$ cat config.mk
export PLATFORM = sky130hd
export DESIGN_NAME = asid_tlb
export DESIGN_NICKNAME = d
export VERILOG_FILES = /design/src/rtl/asid_tlb_pkg.sv /design/src/rtl/tlb_cmd_arb.sv /design/src/rtl/tlb_match.sv /design/src/rtl/tlb_store.sv /design/src/rtl/tlb_uc_filter.sv /design/src/rtl/asid_tlb.sv
export SDC_FILE = /design/constraint.sdc
export NUM_CORES = 2
export LEC_CHECK = 0
export CAP_MARGIN = 30
export CORE_ASPECT_RATIO = 0.5
export CORE_MARGIN = 2
export CORE_UTILIZATION = 40
export CTS_CLUSTER_DIAMETER = 150
export DETAILED_ROUTE_END_ITERATION = 6
export PLACE_DENSITY = 0.61
export SETUP_SLACK_MARGIN = 0.15
export SLEW_MARGIN = 40
export SYNTH_ARGS = -nofsm -noshare
export SYNTH_HDL_FRONTEND = slang
export SYNTH_HIERARCHICAL = 1
export SYNTH_SLANG_ARGS = --single-unit
$ cat constraint.sdc
create_clock -name clk -period 6 [get_ports clk]
set_clock_uncertainty 0.2 [all_clocks]
set_input_delay 0.6 -clock clk [delete_from_list [all_inputs] [get_ports clk]]
set_output_delay 0.6 -clock clk [all_outputs]
set_load 0.01 [all_outputs]
$ cat src/rtl/asid_tlb_pkg.sv
package asid_tlb_pkg;

  typedef enum logic [2:0] {
    TC_IDLE      = 3'd0,
    TC_CLR_ALL   = 3'd1,
    TC_CLR_PROC  = 3'd2,
    TC_CLR_PAGE  = 3'd3,
    TC_FILL      = 3'd4
  } tlb_cmd_e;

endpackage

$ cat src/rtl/tlb_cmd_arb.sv
module tlb_cmd_arb
  import asid_tlb_pkg::*;
(
  input  logic     req_clr_all,
  input  logic     req_clr_proc,
  input  logic     req_clr_page,
  input  logic     req_fill,
  output tlb_cmd_e cmd_sel
);

  always_comb begin
    if (req_clr_all)       cmd_sel = TC_CLR_ALL;
    else if (req_clr_proc) cmd_sel = TC_CLR_PROC;
    else if (req_clr_page) cmd_sel = TC_CLR_PAGE;
    else if (req_fill)     cmd_sel = TC_FILL;
    else                   cmd_sel = TC_IDLE;
  end

endmodule

$ cat src/rtl/tlb_match.sv
module tlb_match #(
  parameter int DEPTH = 16,
  parameter int VPN_W = 30,
  parameter int ASN_W = 8
) (
  input  logic [DEPTH-1:0] valid_q,
  input  logic [DEPTH-1:0] glob_q,
  input  logic [VPN_W-1:0] tag_q [DEPTH],
  input  logic [ASN_W-1:0] asn_q [DEPTH],
  input  logic [VPN_W-1:0] req_vpn,
  input  logic [ASN_W-1:0] req_asn,
  output logic [DEPTH-1:0] hit_vec
);

  for (genvar i = 0; i < DEPTH; i++) begin : g_cmp
    logic tag_eq;
    logic space_ok;
    assign tag_eq   = (tag_q[i] == req_vpn);
    assign space_ok = glob_q[i] | (asn_q[i] == req_asn);
    assign hit_vec[i] = valid_q[i] & tag_eq & space_ok;
  end

endmodule

$ cat src/rtl/tlb_store.sv
module tlb_store
  import asid_tlb_pkg::*;
#(
  parameter int DEPTH = 16,
  parameter int VPN_W = 30,
  parameter int ASN_W = 8,
  parameter int PPN_W = 31,
  localparam int PTR_W = (DEPTH > 1) ? $clog2(DEPTH) : 1
) (
  input  logic             clk,
  input  logic             rst_n,
  input  tlb_cmd_e         cmd_sel,
  input  logic [DEPTH-1:0] page_hits,
  input  logic [VPN_W-1:0] wr_vpn,
  input  logic [ASN_W-1:0] wr_asn,
  input  logic [PPN_W-1:0] wr_ppn,
  input  logic             wr_glob,
  output logic [DEPTH-1:0] valid_q,
  output logic [DEPTH-1:0] glob_q,
  output logic [VPN_W-1:0] tag_q [DEPTH],
  output logic [ASN_W-1:0] asn_q [DEPTH],
  output logic [PPN_W-1:0] ppn_q [DEPTH],
  output logic [PTR_W-1:0] vptr_q
);

  localparam logic [PTR_W-1:0] LAST_SLOT = PTR_W'(DEPTH - 1);

  logic [DEPTH-1:0] valid_d;
  logic             valid_en;
  logic [PTR_W-1:0] vptr_d;
  logic             vptr_en;
  logic [DEPTH-1:0] fill_slot;
  logic             fill_en;

  always_comb begin
    fill_slot = '0;
    fill_slot[vptr_q] = 1'b1;
  end

  assign fill_en = (cmd_sel == TC_FILL);

  // next state of the valid bits
  always_comb begin
    valid_d  = valid_q;
    valid_en = 1'b1;
    unique case (cmd_sel)
      TC_CLR_ALL:  valid_d = '0;
      TC_CLR_PROC: valid_d = valid_q & glob_q;
      TC_CLR_PAGE: valid_d = valid_q & ~page_hits;
      TC_FILL:     valid_d = valid_q | fill_slot;
      default:     valid_en = 1'b0;
    endcase
  end

  // next state of the victim pointer
  always_comb begin
    vptr_d  = vptr_q;
    vptr_en = 1'b0;
    if (cmd_sel == TC_CLR_ALL) begin
      vptr_d  = '0;
      vptr_en = 1'b1;
    end else if (fill_en) begin
      vptr_d  = (vptr_q == LAST_SLOT) ? '0 : vptr_q + PTR_W'(1);
      vptr_en = 1'b1;
    end
  end

  always_ff @(posedge clk or negedge rst_n) begin
    if (!rst_n) begin
      valid_q <= '0;
      vptr_q  <= '0;
    end else begin
      if (valid_en) valid_q <= valid_d;
      if (vptr_en)  vptr_q  <= vptr_d;
    end
  end

  // payload storage, no reset: only qualified by valid_q
  for (genvar i = 0; i < DEPTH; i++) begin : g_slot
    logic slot_we;
    assign slot_we = fill_en & fill_slot[i];
    always_ff @(posedge clk) begin
      if (slot_we) begin
        tag_q[i]  <= wr_vpn;
        asn_q[i]  <= wr_asn;
        ppn_q[i]  <= wr_ppn;
        glob_q[i] <= wr_glob;
      end
    end
  end

endmodule

$ cat src/rtl/tlb_uc_filter.sv
module tlb_uc_filter #(
  parameter int PA_W   = 44,
  parameter int UC_BIT = 43
) (
  input  logic            hit,
  input  logic [PA_W-1:0] pa_raw,
  output logic [PA_W-1:0] pa_out,
  output logic            uncached,
  output logic            io_fault
);

  logic io_win;

  assign uncached = hit & pa_raw[UC_BIT];
  assign io_win   = pa_raw[UC_BIT-1] & pa_raw[UC_BIT-2];
  assign io_fault = uncached & io_win;

  if (UC_BIT == 43) begin : g_strip
    localparam int STRIP_HI = UC_BIT - 1;
    localparam int STRIP_LO = UC_BIT - 8;
    localparam logic [PA_W-1:0] STRIP_MASK =
      (PA_W'(1) << (STRIP_HI + 1)) - (PA_W'(1) << STRIP_LO);
    always_comb begin
      if (!hit)                       pa_out = '0;
      else if (uncached && !io_win)   pa_out = pa_raw & ~STRIP_MASK;
      else                            pa_out = pa_raw;
    end
  end else begin : g_pass
    assign pa_out = hit ? pa_raw : '0;
  end

endmodule

$ cat src/rtl/asid_tlb.sv
module asid_tlb
  import asid_tlb_pkg::*;
#(
  parameter int DEPTH  = 16,
  parameter int VPN_W  = 30,
  parameter int ASN_W  = 8,
  parameter int PPN_W  = 31,
  parameter int OFS_W  = 13,
  parameter int UC_BIT = 43,
  localparam int VA_W  = VPN_W + OFS_W,
  localparam int PA_W  = PPN_W + OFS_W,
  localparam int PTR_W = (DEPTH > 1) ? $clog2(DEPTH) : 1
) (
  input  logic             clk,
  input  logic             rst_n,
  input  logic [VA_W-1:0]  lk_vaddr,
  input  logic [ASN_W-1:0] lk_asn,
  output logic             lk_hit,
  output logic [PPN_W-1:0] lk_ppn,
  output logic [PA_W-1:0]  lk_paddr,
  output logic             lk_uncached,
  output logic             lk_fault,
  input  logic             cmd_flush_all,
  input  logic             cmd_flush_proc,
  input  logic             cmd_flush_addr,
  input  logic             cmd_insert,
  input  logic [VPN_W-1:0] cmd_vpn,
  input  logic [ASN_W-1:0] cmd_asn,
  input  logic [PPN_W-1:0] cmd_ppn,
  input  logic             cmd_global
);

  tlb_cmd_e         cmd_sel;
  logic [DEPTH-1:0] valid_q;
  logic [DEPTH-1:0] glob_q;
  logic [VPN_W-1:0] tag_q [DEPTH];
  logic [ASN_W-1:0] asn_q [DEPTH];
  logic [PPN_W-1:0] ppn_q [DEPTH];
  logic [PTR_W-1:0] vptr_q;
  logic [DEPTH-1:0] lk_hits;
  logic [DEPTH-1:0] page_hits;
  logic [PTR_W-1:0] hit_idx;
  logic [PPN_W-1:0] sel_ppn;
  logic [PA_W-1:0]  pa_raw;

  tlb_cmd_arb u_arb (
    .req_clr_all  (cmd_flush_all),
    .req_clr_proc (cmd_flush_proc),
    .req_clr_page (cmd_flush_addr),
    .req_fill     (cmd_insert),
    .cmd_sel      (cmd_sel)
  );

  tlb_store #(
    .DEPTH (DEPTH), .VPN_W (VPN_W), .ASN_W (ASN_W), .PPN_W (PPN_W)
  ) u_store (
    .clk       (clk),
    .rst_n     (rst_n),
    .cmd_sel   (cmd_sel),
    .page_hits (page_hits),
    .wr_vpn    (cmd_vpn),
    .wr_asn    (cmd_asn),
    .wr_ppn    (cmd_ppn),
    .wr_glob   (cmd_global),
    .valid_q   (valid_q),
    .glob_q    (glob_q),
    .tag_q     (tag_q),
    .asn_q     (asn_q),
    .ppn_q     (ppn_q),
    .vptr_q    (vptr_q)
  );

  // lookup comparator bank
  tlb_match #(.DEPTH (DEPTH), .VPN_W (VPN_W), .ASN_W (ASN_W)) u_lk_match (
    .valid_q (valid_q),
    .glob_q  (glob_q),
    .tag_q   (tag_q),
    .asn_q   (asn_q),
    .req_vpn (lk_vaddr[VA_W-1:OFS_W]),
    .req_asn (lk_asn),
    .hit_vec (lk_hits)
  );

  // single-page invalidation comparator bank
  tlb_match #(.DEPTH (DEPTH), .VPN_W (VPN_W), .ASN_W (ASN_W)) u_pg_match (
    .valid_q (valid_q),
    .glob_q  (glob_q),
    .tag_q   (tag_q),
    .asn_q   (asn_q),
    .req_vpn (cmd_vpn),
    .req_asn (cmd_asn),
    .hit_vec (page_hits)
  );

  // lowest index wins
  always_comb begin
    hit_idx = '0;
    for (int i = DEPTH - 1; i >= 0; i--) begin
      if (lk_hits[i]) hit_idx = PTR_W'(i);
    end
  end

  assign lk_hit  = |lk_hits;
  assign sel_ppn = ppn_q[hit_idx];
  assign lk_ppn  = lk_hit ? sel_ppn : '0;
  assign pa_raw  = {sel_ppn, lk_vaddr[OFS_W-1:0]};

  tlb_uc_filter #(.PA_W (PA_W), .UC_BIT (UC_BIT)) u_uc (
    .hit      (lk_hit),
    .pa_raw   (pa_raw),
    .pa_out   (lk_paddr),
    .uncached (lk_uncached),
    .io_fault (lk_fault)
  );

endmodule

---- Word level (Yosys, flattened, before mapping) ----
Cells that the tools add are included.
word-level totals
  flip-flop bits (word level) ............. 1140
  input port bits ......................... 127
  word-level logic and storage cells ...... 303
  output and inout port bits .............. 78
operators by class
  $add $sub $neg .......................... 1
  eq/ne operators ......................... 69
  bitwise operators ....................... 120
  $lt $le $gt $ge ......................... 3
  reductions and logical operators ........ 9
  mux-type cells .......................... 35
operator list
  kind                                                               count
  equality test 30 bit                                               32
  equality test 8 bit                                                32
  binary-select mux 31 bit (select 4 bit)                            1
  two-way mux 31 bit                                                 3
  AND 1 bit                                                          83
  two-way mux 4 bit                                                  19
  one-hot mux 16 bit (4 select lines)                                1
  two-way mux 44 bit                                                 1
  two-way mux 43 bit                                                 1
  AND 16 bit                                                         2
  OR 1 bit                                                           32
  NOT 16 bit                                                         1
  OR 16 bit                                                          1
  OR reduction 16 bit                                                1
  two-way mux 3 bit                                                  4
  equality test 3 x 2 -> 1 bit, second input constant                2
  greater-or-equal comparator 5 bit, second input constant           1
  less-than comparator 4 x 5 -> 1 bit, second input constant         1
  NOT 4 -> 5 bit                                                     1
  adder 4 x 1 -> 4 bit, second input constant                        1
  demux 1 bit (select 4 bit)                                         1
  equality test 4 bit, second input constant                         1
  greater-or-equal comparator 4 x 1 -> 1 bit, second input constant  1
  two-way mux 1 bit                                                  4
  other kinds (8)                                                    10

---- Longest topological paths before layout ----
  word-level depth ........................ 28
  gate-level depth with buffers ........... 18
  mapped depth without buffers ............ 13

---- Cells and area by module ----
The synthesis kept the hierarchy.
by module, submodules not included
  module         sequential area each (µm²)  cells each  area an instance (µm²)  instances
  tlb_store      34132.7                     1249        34835.9                 1
  tlb_match      0.0                         908         7404.6                  2
  asid_tlb       0.0                         554         4569.4                  1
  tlb_uc_filter  0.0                         62          392.9                   1
  tlb_cmd_arb    0.0                         5           35.0                    1

---- Least setup slack after synthesis ----
OpenSTA, ideal clock, no wires.
  path kind ............................... input to register
  from .................................... input cmd_flush_addr
  to ...................................... register u_store/asn_q[100] (netlist name), enable pin
  slack ................................... -904 ps
  buffers on the path ..................... 0
  setup time .............................. 586 ps
  data required time ...................... 5214 ps
  arrival time ............................ 6118 ps
  cell stages on the path ................. 3
  cells stage by stage .................... nor4b_2 > nand4bb_1 > nor3_1
between the ends
  word-level cells in the longest chain between the ends .. 5
ends and longest elaborated chain
  item                                 line               text
  start, declared                      asid_tlb.sv:25     input logic cmd_flush_addr,
  two-way mux 3 bit                    tlb_cmd_arb.sv:14  else if (req_clr_page) cmd_sel = TC_CLR_PAGE;
  two-way mux 3 bit                    tlb_cmd_arb.sv:13  else if (req_clr_proc) cmd_sel = TC_CLR_PROC;
  two-way mux 3 bit                    tlb_cmd_arb.sv:12  if (req_clr_all) cmd_sel = TC_CLR_ALL;
  equality test 3 bit                  tlb_store.sv:40    assign fill_en = (cmd_sel == TC_FILL);
  AND 1 bit                            tlb_store.sv:81    assign slot_we = fill_en & fill_slot[i];
  named net u_store.g_slot[3].slot_we  tlb_store.sv:80    logic slot_we;
  end signal, assigned by index        tlb_store.sv:85    asn_q[i] <= wr_asn;
  end, declared                        tlb_store.sv:21    output logic [ASN_W-1:0] asn_q [DEPTH],
The timed path passes the listed nets, and every way through them passes these cells.
A chain may end at the register's enable or synchronous reset.

---- Worst setup path after layout ----
  from .................................... input lk_vaddr[20]
  to ...................................... output lk_paddr[35]
between the ends
  elaborated cells on any way between the ends .. 75
  those cells by class .................... 16 x eq/ne; 21 x mux; 35 x bitwise; 3 x reduce/logical
RTL lines
  item                                                    line                 text
  start, declared                                         asid_tlb.sv:16       input logic [VA_W-1:0] lk_vaddr,
  equality test 30 bit                                    tlb_match.sv:18      assign tag_eq = (tag_q[i] == req_vpn);
  AND 1 bit (2 in series)                                 tlb_match.sv:20      assign hit_vec[i] = valid_q[i] & tag_eq & space_ok;
  named net lk_hits[1]                                    asid_tlb.sv:40       logic [DEPTH-1:0] lk_hits;
  two-way mux 4 bit (2 in series)                         asid_tlb.sv:99       if (lk_hits[i]) hit_idx = PTR_W'(i);
  NOT 4 -> 5 bit (not written as such)                    asid_tlb.sv:104      assign sel_ppn = ppn_q[hit_idx];
  binary-select mux 31 bit (select 4 bit)                 asid_tlb.sv:104
  two-way mux 31 bit (not written as such) (2 in series)  asid_tlb.sv:104
  named net sel_ppn[28]                                   asid_tlb.sv:43       logic [PPN_W-1:0] sel_ppn;
  AND 1 bit                                               tlb_uc_filter.sv:15  assign io_win = pa_raw[UC_BIT-1] & pa_raw[UC_BIT-2];
  zero test 1 bit                                         tlb_uc_filter.sv:25  else if (uncached && !io_win) pa_out = pa_raw & ~STRIP_MASK;
  logical AND 1 bit                                       tlb_uc_filter.sv:25
  two-way mux 43 bit                                      tlb_uc_filter.sv:25
  two-way mux 44 bit                                      tlb_uc_filter.sv:24  if (!hit) pa_out = '0;
  end, declared                                           asid_tlb.sv:20       output logic [PA_W-1:0] lk_paddr,
The timed path passes the listed nets, and every way through them passes these cells. The select of a mux whose other input is x is not followed.

==> run_results.csv <==
group,metric,value,unit
floorplanning,dieArea,0.1398,mm^2
pwr,powerDensity,250.5,mW/mm^2
place,dp_cells,5841,
floorplanning,die_w,526.7,um
global_route,overflow,0,
floorplanning,die_h,265.4,um
setup_path,r2r_slack,3.03,ns
clock_tree,worstSkewPairLatency,0.74,ns
synth,synthesis.area,0.05464,mm^2
timing,tightest_slew,0.9063,ns
pwr,comb_power_share,7.2,%
cells_and_area,fillers,11304,
place,place_congestion,0.9090,
timing,finalMaxSlewViolations,0,
pwr,vdd_ir_drop_max,249.8,uV
setup_path,crit_type,"input port to output port",
cells_and_area,stdcell_count,6167,
synth,synthCells,3686,
drt,wl,174200,um
clock_tree,cts.sinks,1140,
timing,slew-limit-headroom,39.02,%
floorplanning,core_area,0.1349,mm^2
pwr,clockPowerShare,40.7,%
synth,syn_nets,3817,
job,maxCapViolCount,0,
pwr,p_total,16.78,mW
status,outcome,"finished clean",
timing,fin_crit_sh,96.39,%
setup_path,worst_ep_required_time,5.20,ns
global_route,grt_pass1_wl,242600,um
global_route,grt_pass1_vias,33667,
drt,routedWlPerCell,28.24,um
pwr,cellLeakagePower,25.34,nW
place,hpwl,112100,um
global_route,grt_max_degree,72,
timing,rsz0062_at_grt,"yes",
synth,syn_avg_cell_area,14.82,um^2
clock_tree,root_buffer,"clkbuf_16",
clock_tree,cts_tree,"yes",
synth,yosysSeqAreaShare,62.47,%
cells_and_area,area_growth_syn_to_layout,22.59,%
clock_tree,cts_made_buffers,107,
place,portBuffers,204,
synth,synth_ff_type,"edfxtp_1",
synth,ys_ff_latch,1140,
pwr,power_frac_seq,52.1,%
setup_path,cp_max_fo,7,
synth,ys_types,57,
clock_tree,cts_buffer_depth,3,
timing,finalSetupViolations,0,
cells_and_area,nets,4411,
floorplanning,start_util,40.50,%
synth,ys_async_sr_fraction,1.754,%
setup_path,start_kind,"input port",
timing,hold_viol,0,
floorplanning,placementRows,95,
pwr,switching_share,22.98,%
pwr,p_int,12.93,mW
synth,yosys_warnings,6,
synth,synth_edf_count,1120,
cells_and_area,post_route_cells_drive_above_1_share,20.45,%
cells_and_area,utilization,49.65,%
clock_tree,cts_max_level,3,
global_route,grt_usage,24.03,%
timing,timing.fmax,172.9,MHz
clock_tree,clk_pin_slew,0.06,ns
setup_path,end_kind,"output port",
floorplanning,ios,205,
drt,drt_iter0_drc,3513,
timing,post-route-min-period,5.784,ns
drt,num_vias,34258,
global_route,antenna_found_initial,9,
drt,firstDrtPassIters,5,
drt,avgViaCountPerCell,5.555,
worst_hold_path,hp-class,"input port to async pin",
setup_path,critical_path_arrival,4.98,ns
drt,ant_nets,0,
drt,drc,0,
clock_tree,postCtsHoldBufs,0,
pwr,power_switching,3.857,mW
[layer usage]
metal	GRT usage, %	up-vias	wire length (um)	part of all wire (%)
met3	4.037	281	12870	7.4
li1	-	14879	-	-
met1	32.73	17735	73410	42
met2	39.44	1355	81950	47
met5	0	-	54	0.031
met4	7.286	8	5874	3.4
[critical path, cell delays in order]
cell and delay, ns:
clkdlybuf4s50_1 0.50, buf_12 0.15, buf_12 0.16, buf_6 0.16, xnor2_1 0.12, nand4_1 0.12
or4_4 0.56, nor3_2 0.21, buf_4 0.21, nor4_1 0.06, buf_4 0.14, a32oi_4 0.20
buf_12 0.17, buf_12 0.14, buf_6 0.13, mux2i_1 0.21, a22oi_1 0.09, and4_4 0.22
buf_4 0.14, a21boi_4 0.16, buf_4 0.14, nor2_1 0.04, buf_4 0.13, dlymetal6s2s_1 0.16
[power by group through the flow]
stage / logic, mW / clock network [mW] / registers, mW
final: 1.22 / 6.82 / 8.74
after global placement: 1.10 / 0 / 8.92
after floorplan: 0.576 / 0 / 8.92
after detailed placement: 1.12 / 0 / 8.92
after CTS: 1.13 / 6.90 / 8.74
after global routing: 1.27 / 7.21 / 8.74
[final cells by class]
type / count / area, um^2 / share of cell area (%)
sequential: 1140 / 34130 / 50.96
tap: 1794 / 2245 / 3.351
multi-input combinational: 2316 / 19610 / 29.27
timing repair buffer: 705 / 7500 / 11.20
antenna: 2 / 5.005 / 0.007471
clock buffer: 130 / 2814 / 4.201
inverter: 10 / 37.54 / 0.05604
clock inverter: 70 / 643.1 / 0.9601
[worst paths after layout]
| check | start | endpoint | cells past startpoint |
|---|---|---|---|
| min in group clk | cmd_asn[5] | u_store/asn_q[29] | 1 |
| setup reg to reg | u_store/vptr_q[1] | u_store/ppn_q[240] | 5 |
| setup / recovery | lk_vaddr[20] | lk_paddr[35] | 24 |
| hold reg to reg | u_store/valid_q[4] | u_store/valid_q[4] | 1 |
| max in group asynchronous | rst_n | u_store/valid_q[12] | 2 |
| hold / removal | rst_n | u_store/valid_q[6] | 2 |
[sequential cells by signal, indices dropped and copies added, names as in the netlist]
name	flops
u_store/asn_q	128
u_store/vptr_q	4
u_store/valid_q	16
u_store/ppn_q	496
u_store/glob_q	16
u_store/tag_q	480
[synth_stat cells (all sizes together) (2+ instances only)]
master      n  area [um^2]
o22ai      17        106.4
ha          4        50.05
nor3       90        555.5
xnor2     481         4318
a22o       24        210.2
buf       198         1575
inv        10        37.54
and3        5        31.28
clkbuf     23        90.08
nor4b       2        23.77
xor2      736         6446
o22a       16        140.1
o21ai       7        35.03
a21oi      43        222.7
nand4bb     4        45.04
mux2i     248         2482
and2       47        335.3
or2         3        18.78
nor2       36        137.6
o31ai       2        15.01
and4       15        141.4
or4        37        304.1
nand2      36        135.1
a22oi      96        720.7
edfxtp   1120        33630
nand2b      2        12.51
nor2b      17        106.4
a221oi      4        35.03
dfrtp      20        500.5
nand4     161         1007
nor4      172         1076
[what timing repair did]
item	in CTS	in global routing
gates cloned	4	8
resized for setup	64	173
pin swaps	11	61
buffers inserted	10	102
setup endpoints to repair	64	77
[placed cells by master, fill, tap and decap left out, types with 16 or more instances in the layout]
cell type,n
dfrtp_1,20
and2_2,34
buf_12,95
buf_2,28
nor3_1,52
xor2_1,728
mux2i_1,247
xnor2_2,21
xnor2_1,459
nor4_1,147
clkbuf_16,115
nor2_1,18
clkdlybuf4s50_1,85
edfxtp_1,1120
clkinv_1,27
o22ai_1,17
clkbuf_1,18
clkinv_2,24
or4_1,25
buf_4,366
o22a_1,16
a21oi_1,37
buf_6,30
nor2b_1,17
a22oi_1,90
nand4_1,161
nor4_2,23
nand2_1,33
nor3_2,24
dlymetal6s2s_1,70
a22o_1,24
[kinds of logic (layout without fill, tap and decap cells)]
group           Yosys count  count (layout)  synth area share (%)
buf+inv                 231             915                 3.116
simple gates            629             630                 7.217
compound gates          217             217                 2.867
xor+xnor               1217            1217                 19.70
other cells               0               2                     0
flops                  1140            1140                 62.47
mux                     248             248                 4.543
fa+ha+maj                 4               4               0.09160
[metrics by stage]
| stage | setup slack, ns | TNS, ns | hold WS, ns | area [um^2] |
|---|---|---|---|---|
| finish | 0.2164 | 0 | 0.1038 | 66990 |
| global route | 0.07562 | 0 | 0.08996 | 66980 |
| CTS | -0.03411 | -0.2976 | 0.05655 | 65290 |
| detailed placement | -0.6053 | -24.55 | 0.3362 | 61370 |
| global placement | -0.5788 | -23.69 | 0.3263 | 61220 |
| floorplan | 0.9882 | 0 | 0.1044 | 54660 |
No activity file was read; power rests on OpenSTA's default activity.
